[config.mk]
export PLATFORM = sky130hd
export DESIGN_NAME = tick_wdt_timer
export DESIGN_NICKNAME = d
export VERILOG_FILES = /design/src/rtl/tick_wdt_pkg.sv /design/src/rtl/tick_wdt_ctl.sv /design/src/rtl/tick_wdt_count.sv /design/src/rtl/tick_wdt_dog.sv /design/src/rtl/tick_wdt_timer.sv
export SDC_FILE = /design/constraint.sdc
export NUM_CORES = 1
export LEC_CHECK = 0
export BUFFER_PORTS_ARGS = -buffer_cell sky130_fd_sc_hd__buf_2
export CAP_MARGIN = 5
export CORE_MARGIN = 5
export CORE_UTILIZATION = 45
export CTS_CLUSTER_SIZE = 28
export DETAILED_ROUTE_END_ITERATION = 10
export PLACE_DENSITY = 0.78
export SKIP_LAST_GASP = 1
export SYNTH_ARGS = -nofsm -noshare
export SYNTH_HDL_FRONTEND = slang
export SYNTH_SLANG_ARGS = --single-unit
[constraint.sdc]
create_clock -name clk -period 2.15 [get_ports clk]
set_input_delay 0.43 -clock clk [delete_from_list [all_inputs] [get_ports clk]]
set_output_delay 0.43 -clock clk [all_outputs]
set_load 0.1 [all_outputs]
[src/rtl/tick_wdt_pkg.sv]
package tick_wdt_pkg;
  localparam int DATA_W  = 32;
  localparam int CNT_W   = 29;
  localparam int RUN_BIT = 31;
  localparam int AUTO_BIT = 30;
  localparam int ACK_BIT = 30;
  localparam int PEND_BIT = 30;
  localparam int SYNC_STAGES = 2;

  typedef struct packed {
    logic              run;
    logic              auto_rl;
    logic [CNT_W-1:0]  reload;
  } ctl_t;
endpackage

[src/rtl/tick_wdt_ctl.sv]
module tick_wdt_ctl
  import tick_wdt_pkg::*;
(
  input  logic  clk,
  input  logic  rst_n,
  input  logic  load,
  input  ctl_t  load_word,
  input  logic  expire,
  output ctl_t  ctl
);
  ctl_t ctl_nxt;
  logic ctl_ce;

  always_comb begin
    ctl_nxt = ctl;
    ctl_ce  = 1'b0;
    if (load) begin
      ctl_nxt = load_word;
      ctl_ce  = 1'b1;
    end else if (expire && !ctl.auto_rl) begin
      ctl_nxt.run = 1'b0;
      ctl_ce      = 1'b1;
    end
  end

  always_ff @(posedge clk or negedge rst_n) begin
    if (!rst_n) ctl <= '0;
    else if (ctl_ce) ctl <= ctl_nxt;
  end

  AST_ONESHOT_STOPS: assert property (@(posedge clk) disable iff (!rst_n)
    (expire && !ctl.auto_rl) |=> !ctl.run) else $error("one-shot kept running");
  AST_AUTO_KEEPS_RUN: assert property (@(posedge clk) disable iff (!rst_n)
    (expire && ctl.auto_rl) |=> ctl.run) else $error("auto-reload stopped");
endmodule

[src/rtl/tick_wdt_count.sv]
module tick_wdt_count
  import tick_wdt_pkg::*;
#(
  parameter int W = CNT_W
)(
  input  logic         clk,
  input  logic         rst_n,
  input  logic         tick,
  input  logic         run,
  input  logic         auto_rl,
  input  logic         load,
  input  logic [W-1:0] load_val,
  input  logic [W-1:0] reload,
  output logic [W-1:0] count,
  output logic         expire
);
  localparam logic [W-1:0] ONE = W'(1);

  logic [W-1:0] count_nxt;
  logic         at_zero;
  logic         step_en;
  logic         cnt_ce;

  always_comb begin
    at_zero   = (count == '0);
    step_en   = tick && run && !load;
    expire    = step_en && at_zero;
    cnt_ce    = load || step_en;
    count_nxt = count;
    if (load)
      count_nxt = load_val;
    else if (step_en)
      count_nxt = at_zero ? (auto_rl ? reload : '0) : (count - ONE);
  end

  always_ff @(posedge clk or negedge rst_n) begin
    if (!rst_n) count <= '0;
    else if (cnt_ce) count <= count_nxt;
  end

  AST_HOLD_WHEN_IDLE: assert property (@(posedge clk) disable iff (!rst_n)
    (!load && !(tick && run)) |=> $stable(count)) else $error("count moved while idle");
  AST_RELOAD_ON_EXPIRY: assert property (@(posedge clk) disable iff (!rst_n)
    (expire && auto_rl) |=> (count == $past(reload))) else $error("no reload");
  AST_LOAD_RESTARTS: assert property (@(posedge clk) disable iff (!rst_n)
    load |=> (count == $past(load_val))) else $error("write did not restart");
endmodule

[src/rtl/tick_wdt_dog.sv]
module tick_wdt_dog (
  input  logic clk,
  input  logic rst_n,
  input  logic expire,
  input  logic ack_wr,
  input  logic kick,
  input  logic restart,
  output logic irq,
  output logic rst_req
);
  logic owed;
  logic irq_nxt, owed_nxt, trip;

  always_comb begin
    trip    = expire && owed && !kick;
    irq_nxt = irq;
    if (expire)      irq_nxt = 1'b1;
    else if (ack_wr) irq_nxt = 1'b0;
    owed_nxt = owed;
    if (restart)     owed_nxt = 1'b0;
    else if (expire) owed_nxt = 1'b1;
    else if (kick)   owed_nxt = 1'b0;
  end

  always_ff @(posedge clk or negedge rst_n) begin
    if (!rst_n) begin
      irq     <= 1'b0;
      owed    <= 1'b0;
      rst_req <= 1'b0;
    end else begin
      irq     <= irq_nxt;
      owed    <= owed_nxt;
      rst_req <= trip;
    end
  end

  AST_EXPIRY_RAISES_IRQ: assert property (@(posedge clk) disable iff (!rst_n)
    expire |=> irq) else $error("expiry lost");
  AST_ACK_DROPS_IRQ: assert property (@(posedge clk) disable iff (!rst_n)
    (ack_wr && !expire) |=> !irq) else $error("clear ignored");
  AST_TRIP_WITH_IRQ: assert property (@(posedge clk) disable iff (!rst_n)
    rst_req |-> irq) else $error("reset request without expiry");
  AST_KICK_NO_TRIP: assert property (@(posedge clk) disable iff (!rst_n)
    kick |=> !rst_req) else $error("tripped despite kick");
  AST_RESTART_NO_TRIP: assert property (@(posedge clk) disable iff (!rst_n)
    restart |=> !rst_req) else $error("tripped on control write");
endmodule

[src/rtl/tick_wdt_timer.sv]
module tick_wdt_timer
  import tick_wdt_pkg::*;
(
  input  logic              clk,
  input  logic              rst_n,
  input  logic              tick,
  input  logic              wr_en,
  input  logic              wr_sel,
  input  logic [DATA_W-1:0] wr_data,
  input  logic              rd_en,
  input  logic              rd_sel,
  output logic [DATA_W-1:0] rd_data,
  output logic              irq,
  output logic              wdt_rst_req
);
  logic [SYNC_STAGES-1:0] rst_pipe;
  logic                   rst_n_int;

  always_ff @(posedge clk or negedge rst_n) begin
    if (!rst_n) rst_pipe <= '0;
    else        rst_pipe <= {rst_pipe[SYNC_STAGES-2:0], 1'b1};
  end
  assign rst_n_int = rst_pipe[SYNC_STAGES-1];

  ctl_t             ctl;
  ctl_t             load_word;
  logic [CNT_W-1:0] count;
  logic             load, ack_wr, kick, expire;
  logic             unused_bits;

  always_comb begin
    load              = wr_en && !wr_sel;
    ack_wr            = wr_en && wr_sel && wr_data[ACK_BIT];
    kick              = rd_en && !rd_sel;
    load_word.run     = wr_data[RUN_BIT];
    load_word.auto_rl = wr_data[AUTO_BIT];
    load_word.reload  = wr_data[CNT_W-1:0];
  end
  assign unused_bits = ^wr_data[RUN_BIT-2:CNT_W];

  tick_wdt_ctl u_ctl (
    .clk(clk), .rst_n(rst_n_int), .load(load), .load_word(load_word),
    .expire(expire), .ctl(ctl)
  );

  tick_wdt_count #(.W(CNT_W)) u_count (
    .clk(clk), .rst_n(rst_n_int), .tick(tick), .run(ctl.run),
    .auto_rl(ctl.auto_rl), .load(load), .load_val(load_word.reload),
    .reload(ctl.reload), .count(count), .expire(expire)
  );

  tick_wdt_dog u_dog (
    .clk(clk), .rst_n(rst_n_int), .expire(expire), .ack_wr(ack_wr),
    .kick(kick), .restart(load), .irq(irq), .rst_req(wdt_rst_req)
  );

  always_comb begin
    rd_data = '0;
    if (rd_sel) begin
      rd_data[CNT_W-1:0] = count;
      rd_data[PEND_BIT]  = irq;
    end else begin
      rd_data[CNT_W-1:0] = ctl.reload;
      rd_data[AUTO_BIT]  = ctl.auto_rl;
      rd_data[RUN_BIT]   = ctl.run;
    end
  end

  AST_STATUS_WRITE_KEEPS_COUNT: assert property (@(posedge clk) disable iff (!rst_n_int)
    (wr_en && wr_sel && !(tick && ctl.run)) |=> $stable(count)) else $error("status write hit count");
  AST_IDLE_NO_EXPIRY: assert property (@(posedge clk) disable iff (!rst_n_int)
    !ctl.run |-> !expire) else $error("expiry while stopped");
endmodule

==> results.ini, run 1 <==
[global_route]
grt_first_pass_wirelength_mm=20.4
grt.busiest_layer=met2
grt_max_degree=38
grtUsageMet1_pct=32.3
overflow=0
grt_use_met3_pct=5.37
grt_pass1_vias=4156
antenna_found_initial=0
grt_usage_pct=24.8
use_met2_pct=40.3

[sta]
fin_crit_ps=2140
finalSetupViolCount=0
fin_skew_ps=9.89
maxSlewViolCount=0
rsz0062_at_grt=yes
tns_ps=0
worst_pin_slew_ps=557
fmax_mhz=467
finalHoldViolCount=0
worst_hold_slack_ps=280
finalCritPeriodShare_pct=99.6
maxSlewHeadroom_pct=61.9

[setup_path]
r2r_setup_slack_ps=9
slowest_delay_ps=490
r2r_start=u_count.count[0]
startpoint_type=register
crit_arrival_ps=2390
worst_r2r_endpoint=u_count.count[18]
crit_path_top_delay_cell=or4b_4
cp.required_ps=2400
path_buf_inv=2
critical_path_class=reg2reg
cp_cell_sequence=inv_2 > ha_4 > or4b_4 > nor3_4 > buf_4 > nand4_2 > xor2_1 > o311ai_2
cp-end-kind=register
cp_top_family=simple AND/OR/NAND/NOR gates
cp_max_fo=4
crit_start=u_count.count[0]
rr_worst_depth=8

[power_and_ir_drop]
total_power_uw=5020
ir_worst_vdd_v=0.000494
power_leakage_uw=0.00254
p_per_area_mw_per_mm2=898

[floorplan]
die_w_um=103
fp.dieArea_sq_mm=0.0107
initial_utilization_pct=45.5
die-height_um=103
rows=34
coreArea_sq_mm=0.00864
io_pins=73

[synthesis]
synth_edf_count=0
syn-instance-count=447
synthFlopType=dfrtp_1
synth_nets=487
syn_area_per_cell_sq_um=8.79
synthDistinctLibCells=65
yosys_warnings=0
synth.ff_latch_count=65
synth_area_sq_mm=0.00393
ys_seq_area_share_pct=41.4
async_flop_share_pct=100

[route]
routed_wl_mm=12.8
via_per_inst=6.05
ant_nets=0
dr.pass1.iters=7
drcViolationCount=0
wire_per_inst_um=19.0
detail_route.iter0.violations=291
vias=4089

[min_path]
hold_class=reg2async

[run_status]
outcome=finished, final reports clean

[cts]
cts_sinks=65
root_buffer=clkbuf_8
clk_pin_slew_ps=80
clk_latency_ps=350
cts_buffers=9
cts_tree=done
h-tree-depth=3
cts_max_path_buffers=2

[layout]
final_cells=676
drive_gt1_share_pct=38.9
area_growth_pct=42.2
nFillCells=720
post-route-util_pct=64.7
diodes=0
final_common_cell=nand2_1
final_cell_mix=nand2_1, dfrtp_1, buf_4
nets=603

[placed_design]
gp_congestion=0.918
port_buffers=70
dp_cells=656
dp_hpwl_mm=9.24

[run]
maxCapViolCount=0

## stage by stage
step           cell area (sq um)  setup slack, ps
3_3_place_gp                5220            -30.2
5_1_grt                     5590            -50.6
3_5_place_dp                5220             -162
2_1_floorplan               3930             10.9
6_report                    5590             8.76
4_1_cts                     5500            -3.31
## worst register-to-register path: cells and delay by family (launching register included)
kind	cells	cell delay, ps
buf+inv	2	260
fa+ha+maj	1	130
compound gates	1	280
simple gates	3	810
flops	1	400
xor+xnor	1	170
## logic make-up after synthesis
group                      synth area share (%)
AOI/OAI and AO/OA                          17.1
xor gates and xnor gates                   2.01
adders and majority gates                 0.318
buffers and inverters                      5.09
DFF                                        41.4
muxes                                      9.71
other                                     0.191
and+or+nand+nor                            24.2
## flip-flops by register name, indices dropped and copies added, names as in the netlist
register	flops
u_count.count	29
rst_pipe	2
u_dog.irq	1
u_dog.owed	1
u_dog.rst_req	1
u_ctl.ctl	31
## report_power, final
part           internal [uW]  switching (uW)
sequential              1400             183
combinational            900            1430
clock                    630             477
total                   2930            2090
## synth_stat cells (5+ instances only)
cell / count / share of area, %
mux2_2: 33 / 9.5
o21ai_0: 14 / 1.8
nand4_1: 9 / 1.4
inv_1: 7 / 0.67
buf_1: 6 / 0.57
dfrtp_1: 65 / 41
xnor2_1: 5 / 1.1
nor2_1: 21 / 2.0
or4_1: 5 / 0.96
nor3_1: 10 / 1.3
a211oi_1: 5 / 0.96
nand3_1: 10 / 1.3
clkbuf_1: 19 / 1.8
nand2_1: 112 / 11
a31oi_1: 7 / 1.1
a21oi_1: 18 / 2.3
nor4_1: 8 / 1.3
a22oi_1: 6 / 1.1
## area by class of cell
type                       count  area, sq um  area share [%]
multi-input combinational    341         2220            39.7
sequential                    65         1630            29.2
timing repair buffer         139         1370            24.5
clock buffer                  14          173            3.09
tap                          108          135            2.42
clock inverter                 2         35.0           0.627
inverter                       7         26.3           0.470
## how the worst max path moves through the flow
stage / slack [ps] / cells after the start / end
finish: 9 / 8 / u_count.count[18]
global route: -50 / 9 / u_count.count[22]
CTS: -3 / 8 / u_count.count[18]
detailed placement: -160 / 8 / u_count.count[18]
global placement: -30 / 8 / u_count.count[18]
floorplan: 10 / 9 / u_count.count[18]
## what timing repair did
item,in CTS,in global routing
hold buffers,1,0
resized for setup,16,19
buffers inserted,1,2
hold endpoints to repair,2,0
pin swaps,3,20
endpoints found under the setup margin,23,21
## routing by layer
layer	vias to the layer above	routed length (um)
li1	1842	-
met1	1969	5240
met2	240	6250
met3	38	1030
met4	0	312
met5	-	0
Note: power is estimated with default switching activity, not from simulation.
==> inputs of run 2 (changes only) <==
--- a/config.mk
+++ b/config.mk
@@ -12,6 +12,7 @@
 export CTS_CLUSTER_SIZE = 28
 export DETAILED_ROUTE_END_ITERATION = 10
 export PLACE_DENSITY = 0.78
+export REMOVE_ABC_BUFFERS = 1
 export SKIP_LAST_GASP = 1
 export SYNTH_ARGS = -nofsm -noshare
 export SYNTH_HDL_FRONTEND = slang
==> results.ini, run 2 (synthesis gave the netlist of run 1 again) <==
[setup_path]
crit_arrival_ps=2420  ; was 2390 ps
cp.required_ps=2420  ; was 2400 ps
cp_cell_sequence=buf_4 > buf_4 > or4_4 > buf_6 > nor4_4 > buf_4 > and4_1 > o21ai_1 > a31oi_1  ; was inv_2 > ha_4 > or4b_4 > nor3_4 > buf_4 > nand4_2 > xor2_1 > o311ai_2
cp_top_family=simple AND/OR/NAND/NOR gates  ; unchanged
rr_worst_depth=9  ; was 8
path_buf_inv=4  ; was 2
cp_max_fo=4  ; unchanged
cp.depth=9  ; was 8
critical_path_class=reg2reg  ; unchanged
cp-end-kind=register  ; unchanged
crit_start=u_count.count[1]  ; was u_count.count[0]
crit_path_top_delay_cell=or4_4  ; was or4b_4
cpMostUsedCell=buf_4
slowest_delay_ps=440  ; was 490 ps
r2r_start=u_count.count[1]  ; was u_count.count[0]
startpoint_type=register  ; unchanged

[floorplan]
rows=34  ; unchanged
fp.dieArea_sq_mm=0.0107  ; unchanged
io_pins=73  ; unchanged
die-height_um=103  ; unchanged
initial_utilization_pct=45.5  ; unchanged
die_w_um=103  ; unchanged
coreArea_sq_mm=0.00864  ; unchanged

[power_and_ir_drop]
power_leakage_uw=0.00247  ; was 0.00254 uW
total_power_uw=5070  ; was 5020 uW
p_per_area_mw_per_mm2=928  ; was 898 mW/mm^2
ir_worst_vdd_v=0.000728  ; was 0.000494 V

[sta]
maxSlewViolCount=0  ; unchanged
timing.final.ws_setup_ps=-2.06  ; was 8.76 ps
fin_crit_ps=2150  ; was 2140 ps
finalHoldViolCount=0  ; unchanged
rsz0062_at_grt=yes  ; unchanged
finalSetupViolCount=2  ; was 0
fmax_mhz=465  ; was 467 MHz
finalCritPeriodShare_pct=100  ; was 99.6%
worst_hold_slack_ps=275  ; was 280 ps
worst_pin_slew_ps=632  ; was 557 ps
maxSlewHeadroom_pct=57.9  ; was 61.9%
fin_skew_ps=12.3  ; was 9.89 ps

[placed_design]
gp_congestion=0.962  ; was 0.918
dp_hpwl_mm=8.38  ; was 9.24 mm
port_buffers=70  ; unchanged

[run_status]
violations=setup timing
outcome=complete, but fails checks  ; was finished, final reports clean

[global_route]
grt_max_degree=53  ; was 38
grt_pass1_vias=3923  ; was 4156
grt_usage_pct=23.2  ; was 24.8%
antenna_found_initial=0  ; unchanged
overflow=0  ; unchanged
grt_first_pass_wirelength_mm=19.4  ; was 20.4 mm

[layout]
top_register=u_ctl.ctl  ; unchanged
drive_gt1_share_pct=36.7  ; was 38.9%
multi_input_area_sq_mm=0.00218  ; was 0.00222 sq mm
regArea_sq_mm=0.00163  ; about the same
final_common_cell=nand2_1  ; unchanged
final_cell_mix=nand2_1, dfrtp_1, buf_4  ; unchanged
diodes=0  ; unchanged
nets=596  ; was 603
reg_top3=u_ctl.ctl: 31 flops, u_count.count: 29 flops, rst_pipe: 2 flops  ; unchanged
largest_register_ffs=31  ; unchanged
area_growth_pct=38.9  ; was 42.2%
nFillCells=689  ; was 720

[cts]
clk_pin_slew_ps=80  ; about the same
cts_tree=done  ; unchanged
cts_max_path_buffers=2  ; unchanged
clk_latency_ps=350  ; about the same
root_buffer=clkbuf_8  ; unchanged
h-tree-depth=3  ; unchanged
cts_buffers=9  ; unchanged
cts_sinks=65  ; unchanged

[route]
routed_wl_mm=12.2  ; was 12.8 mm
via_per_inst=5.93  ; was 6.05
ant_nets=0  ; unchanged
wire_per_inst_um=18.2  ; was 19.0 um
detail_route.iter0.violations=365  ; was 291
vias=3969  ; was 4089
dr.pass1.iters=5  ; was 7
drcViolationCount=0  ; unchanged

[min_path]
min_path_cells=3
min_from=wr_data[25]
hold_class=in2reg  ; was reg2async

[run]
maxCapViolCount=0  ; unchanged

[run 2: changes by cell type in the layout (fill, tap and decap cells not counted), moves of 2 or more]
cell / before / now
buf_12: 32 / 28
buf_2: 39 / 47
buf_4: 61 / 51
bufinv_16: 1 / 3
clkbuf_1: 2 / 0
clkbuf_8: 12 / 9
clkinvlp_4: 0 / 2
nand2_1: 110 / 112
nand2_2: 2 / 0
nor4_1: 6 / 8
[run 2: area by class of cell]
cell class	count	share of cell area, %
Multi-Input combinational cell	341	40.0
Timing Repair Buffer	132	22.8
Clock buffer	9	2.27
Clock inverter	7	2.18
Tap cell	108	2.47
Inverter	7	0.481
Sequential cell	65	29.8
[run 2: tightest hold or removal path, delay by kind of cell]
family        cells  cell delay (ps)
buf+inv           1               70
simple gates      2              100
[run 2: worst paths after layout]
path	slack, ps	end
max in group asynchronous	1220	u_count.count[5]
worst min register to register	290	u_ctl.ctl[1]
worst max-delay path	-2	u_count.count[17]
worst max register to register	-2	u_count.count[17]
min in group asynchronous	290	u_ctl.ctl[1]
worst min-delay path	270	u_ctl.ctl[25]
[run 2: what timing repair did]
| action | in CTS | in global routing |
|---|---|---|
| endpoints found under the hold margin | 2 | 0 |
| pin swaps | 1 | 15 |
| endpoints found under the setup margin | 12 | 28 |
| resized for setup | 4 | 20 |
| buffers inserted | 0 | 5 |
| hold buffers | 1 | 0 |
[run 2: per-stage QoR]
stage          area, sq um  util, %  instances  TNS (ps)  setup WS, ps
5_1_grt               5460     63.2        669      -958         -86.6
3_3_place_gp          5080     58.8        647     -2.82         -2.82
3_5_place_dp          5080     58.8        647     -87.9         -50.2
6_report              5460     63.2        669     -3.51         -2.06
4_1_cts               5350     61.9        664         0          1.74
2_1_floorplan         3760        -        413    -26770         -1080
[run 2: where the power goes]
part | switching [uW] | total (uW) | internal [uW]
sequential | 185 | 1580 | 1400
combinational | 1390 | 2200 | 806
clock | 514 | 1280 | 770
[run 2: layer usage]
metal | global-route usage, % | up-vias | share of wire (%)
met1 | 31.2 | 1920 | 41
met5 | 0 | - | 0
met4 | 7.57 | 0 | 1.6
met2 | 36.8 | 188 | 49
met3 | 5.84 | 23 | 8.0
li1 | - | 1838 | -
==> inputs of run 3 (changes only) <==
--- a/config.mk
+++ b/config.mk
@@ -8,10 +8,10 @@
 export BUFFER_PORTS_ARGS = -buffer_cell sky130_fd_sc_hd__buf_2
 export CAP_MARGIN = 5
 export CORE_MARGIN = 5
-export CORE_UTILIZATION = 45
+export CORE_UTILIZATION = 56
 export CTS_CLUSTER_SIZE = 28
 export DETAILED_ROUTE_END_ITERATION = 10
-export PLACE_DENSITY = 0.78
+export PLACE_DENSITY = 0.91
 export REMOVE_ABC_BUFFERS = 1
 export SKIP_LAST_GASP = 1
 export SYNTH_ARGS = -nofsm -noshare
==> results.ini, run 3 (synthesis gave the netlist of run 1 again) <==
[setup_path]
crit_arrival_ps=2460  ; was 2420 ps
cp-end-kind=register  ; unchanged
cp_max_fo=5  ; was 4
critical_path_class=reg2reg  ; unchanged
cp.required_ps=2380  ; was 2420 ps
startpoint_type=register  ; unchanged

[global_route]
grt_pass1_vias=4536  ; was 3923
grt_max_degree=53  ; unchanged
grt_first_pass_wirelength_mm=22.1  ; was 19.4 mm
grt_usage_pct=32.1  ; was 23.2%
antenna_found_initial=0  ; unchanged
overflow=0  ; unchanged

[layout]
diodes=0  ; unchanged
final_cells=659  ; was 669
final_cell_mix=nand2_1, dfrtp_1, buf_4  ; unchanged
nFillCells=372  ; was 689
nets=598  ; was 596
post-route-util_pct=81.7  ; was 63.2%
area_growth_pct=41.2  ; was 38.9%
largest_register_ffs=31  ; unchanged
reg_top3=u_ctl.ctl: 31 flops, u_count.count: 29 flops, rst_pipe: 2 flops  ; unchanged
final_common_cell=nand2_1  ; unchanged
top_register=u_ctl.ctl  ; unchanged
drive_gt1_share_pct=37.8  ; was 36.7%

[min_path]
hold_class=in2reg  ; unchanged

[cts]
cts_max_path_buffers=2  ; unchanged
clk_pin_slew_ps=70  ; was 80 ps
h-tree-depth=3  ; unchanged
cts_tree=done  ; unchanged
root_buffer=clkbuf_8  ; unchanged
cts_sinks=65  ; unchanged
clk_latency_ps=360  ; was 350 ps
cts_buffers=9  ; unchanged

[sta]
fin_crit_ps=2230  ; was 2150 ps
tns_ps=-255  ; was -3.51 ps
maxSlewHeadroom_pct=58.8  ; was 57.9%
rsz0062_at_grt=yes  ; unchanged
finalHoldViolCount=0  ; unchanged
timing.final.ws_setup_ps=-76.0  ; was -2.06 ps
fin_skew_ps=5.65  ; was 12.3 ps
maxSlewViolCount=0  ; unchanged
finalSetupViolCount=8  ; was 2
fmax_mhz=449  ; was 465 MHz
worst_pin_slew_ps=618  ; was 632 ps
finalCritPeriodShare_pct=104  ; was 100%

[power_and_ir_drop]
power_leakage_uw=0.00252  ; was 0.00247 uW
p_per_area_mw_per_mm2=931  ; was 928 mW/mm^2
ir_worst_vdd_v=0.000774  ; was 0.000728 V

[route]
dr.pass1.iters=8  ; was 5
detail_route.iter0.violations=683  ; was 365
wire_per_inst_um=21.5  ; was 18.2 um
ant_nets=0  ; unchanged
vias=4430  ; was 3969
routed_wl_mm=14.2  ; was 12.2 mm
via_per_inst=6.72  ; was 5.93
drcViolationCount=0  ; unchanged

[run]
maxCapViolCount=0  ; unchanged

[run_status]
outcome=complete, but fails checks  ; unchanged
violations=setup timing  ; unchanged

[floorplan]
die_w_um=93.8  ; was 103 um
coreArea_sq_mm=0.00679  ; was 0.00864 sq mm
io_pins=73  ; unchanged
rows=30  ; was 34
initial_utilization_pct=57.8  ; was 45.5%
die-height_um=93.8  ; was 103 um
fp.dieArea_sq_mm=0.00879  ; was 0.0107 sq mm

[placed_design]
port_buffers=70  ; unchanged
gp_congestion=0.931  ; was 0.962
dp_cells=636  ; was 647
dp_hpwl_mm=8.71  ; was 8.38 mm

==> run 3: cell count changes in the layout (fill, tap and decap cells not counted), sizes merged <==
cell,delta
clkinvlp,-2
buf,+2
clkbuf,+5
clkinv,-1
bufinv,-2
==> run 3: worst max-delay path: stages, from the launching register on <==
cell	delay [ps]
dfrtp_1	440
or4_4	610
nor3_4	250
buf_6	150
and2_4	170
buf_2	210
a221o_1	200
a2bb2oi_1	80
==> run 3: where the power goes <==
group	total [uW]	switching, uW	internal, uW
sequential	1600	205	1400
clock	1170	511	662
combinational	2390	1480	909
total	5160	2190	2970
==> run 3: what timing repair did <==
action	in CTS	in global routing
resized for setup	7	28
cloned	0	1
setup buffers	2	3
endpoints found under the setup margin	19	30
hold endpoints to repair	2	0
hold buffers	1	0
pin swaps	5	15
==> run 3: per-layer routing <==
layer	track usage (%)	up-vias	part of all wire [%]
li1	-	1841	-
met1	39.1	2043	36
met2	50.1	420	45
met3	8.97	126	12
met4	20.0	0	6.4
met5	0	-	0
==> run 3: stage by stage <==
stage	total power [uW]	cell area [sq um]	worst slack [ps]	hold slack [ps]
after CTS	5030	5430	-6.00	273
after global placement	3800	5170	-36.7	215
after floorplan	2910	3760	-1080	134
after detailed placement	3860	5170	-143	216
after global routing	5320	5550	-135	289
final	5160	5550	-76.0	272
==> run 3: worst paths after layout <==
| kind | start | end | slack (ps) | depth (start not counted) |
|---|---|---|---|---|
| worst min-delay path | wr_data[16] | u_ctl.ctl[16] | 270 | 3 |
| max in group asynchronous | rst_pipe[1] | u_dog.owed | 1230 | 1 |
| min in group asynchronous | rst_pipe[1] | u_ctl.ctl[5] | 290 | 0 |
| worst max-delay path | u_count.count[10] | u_count.count[9] | -80 | 7 |
| worst min register to register | rst_pipe[1] | u_ctl.ctl[5] | 290 | 0 |
| worst max register to register | u_count.count[10] | u_count.count[9] | -80 | 7 |
==> run 3: final cells by class <==
cell class / instances / area [sq um] / share of cell area (%)
repair buffers: 134 / 1350 / 24.3
flip-flops and latches: 65 / 1630 / 29.4
multi-input cells: 341 / 2210 / 39.8
inverters: 7 / 26.3 / 0.474
clock buffers: 14 / 183 / 3.29
well taps: 96 / 120 / 2.16
clock inverters: 2 / 35.0 / 0.631
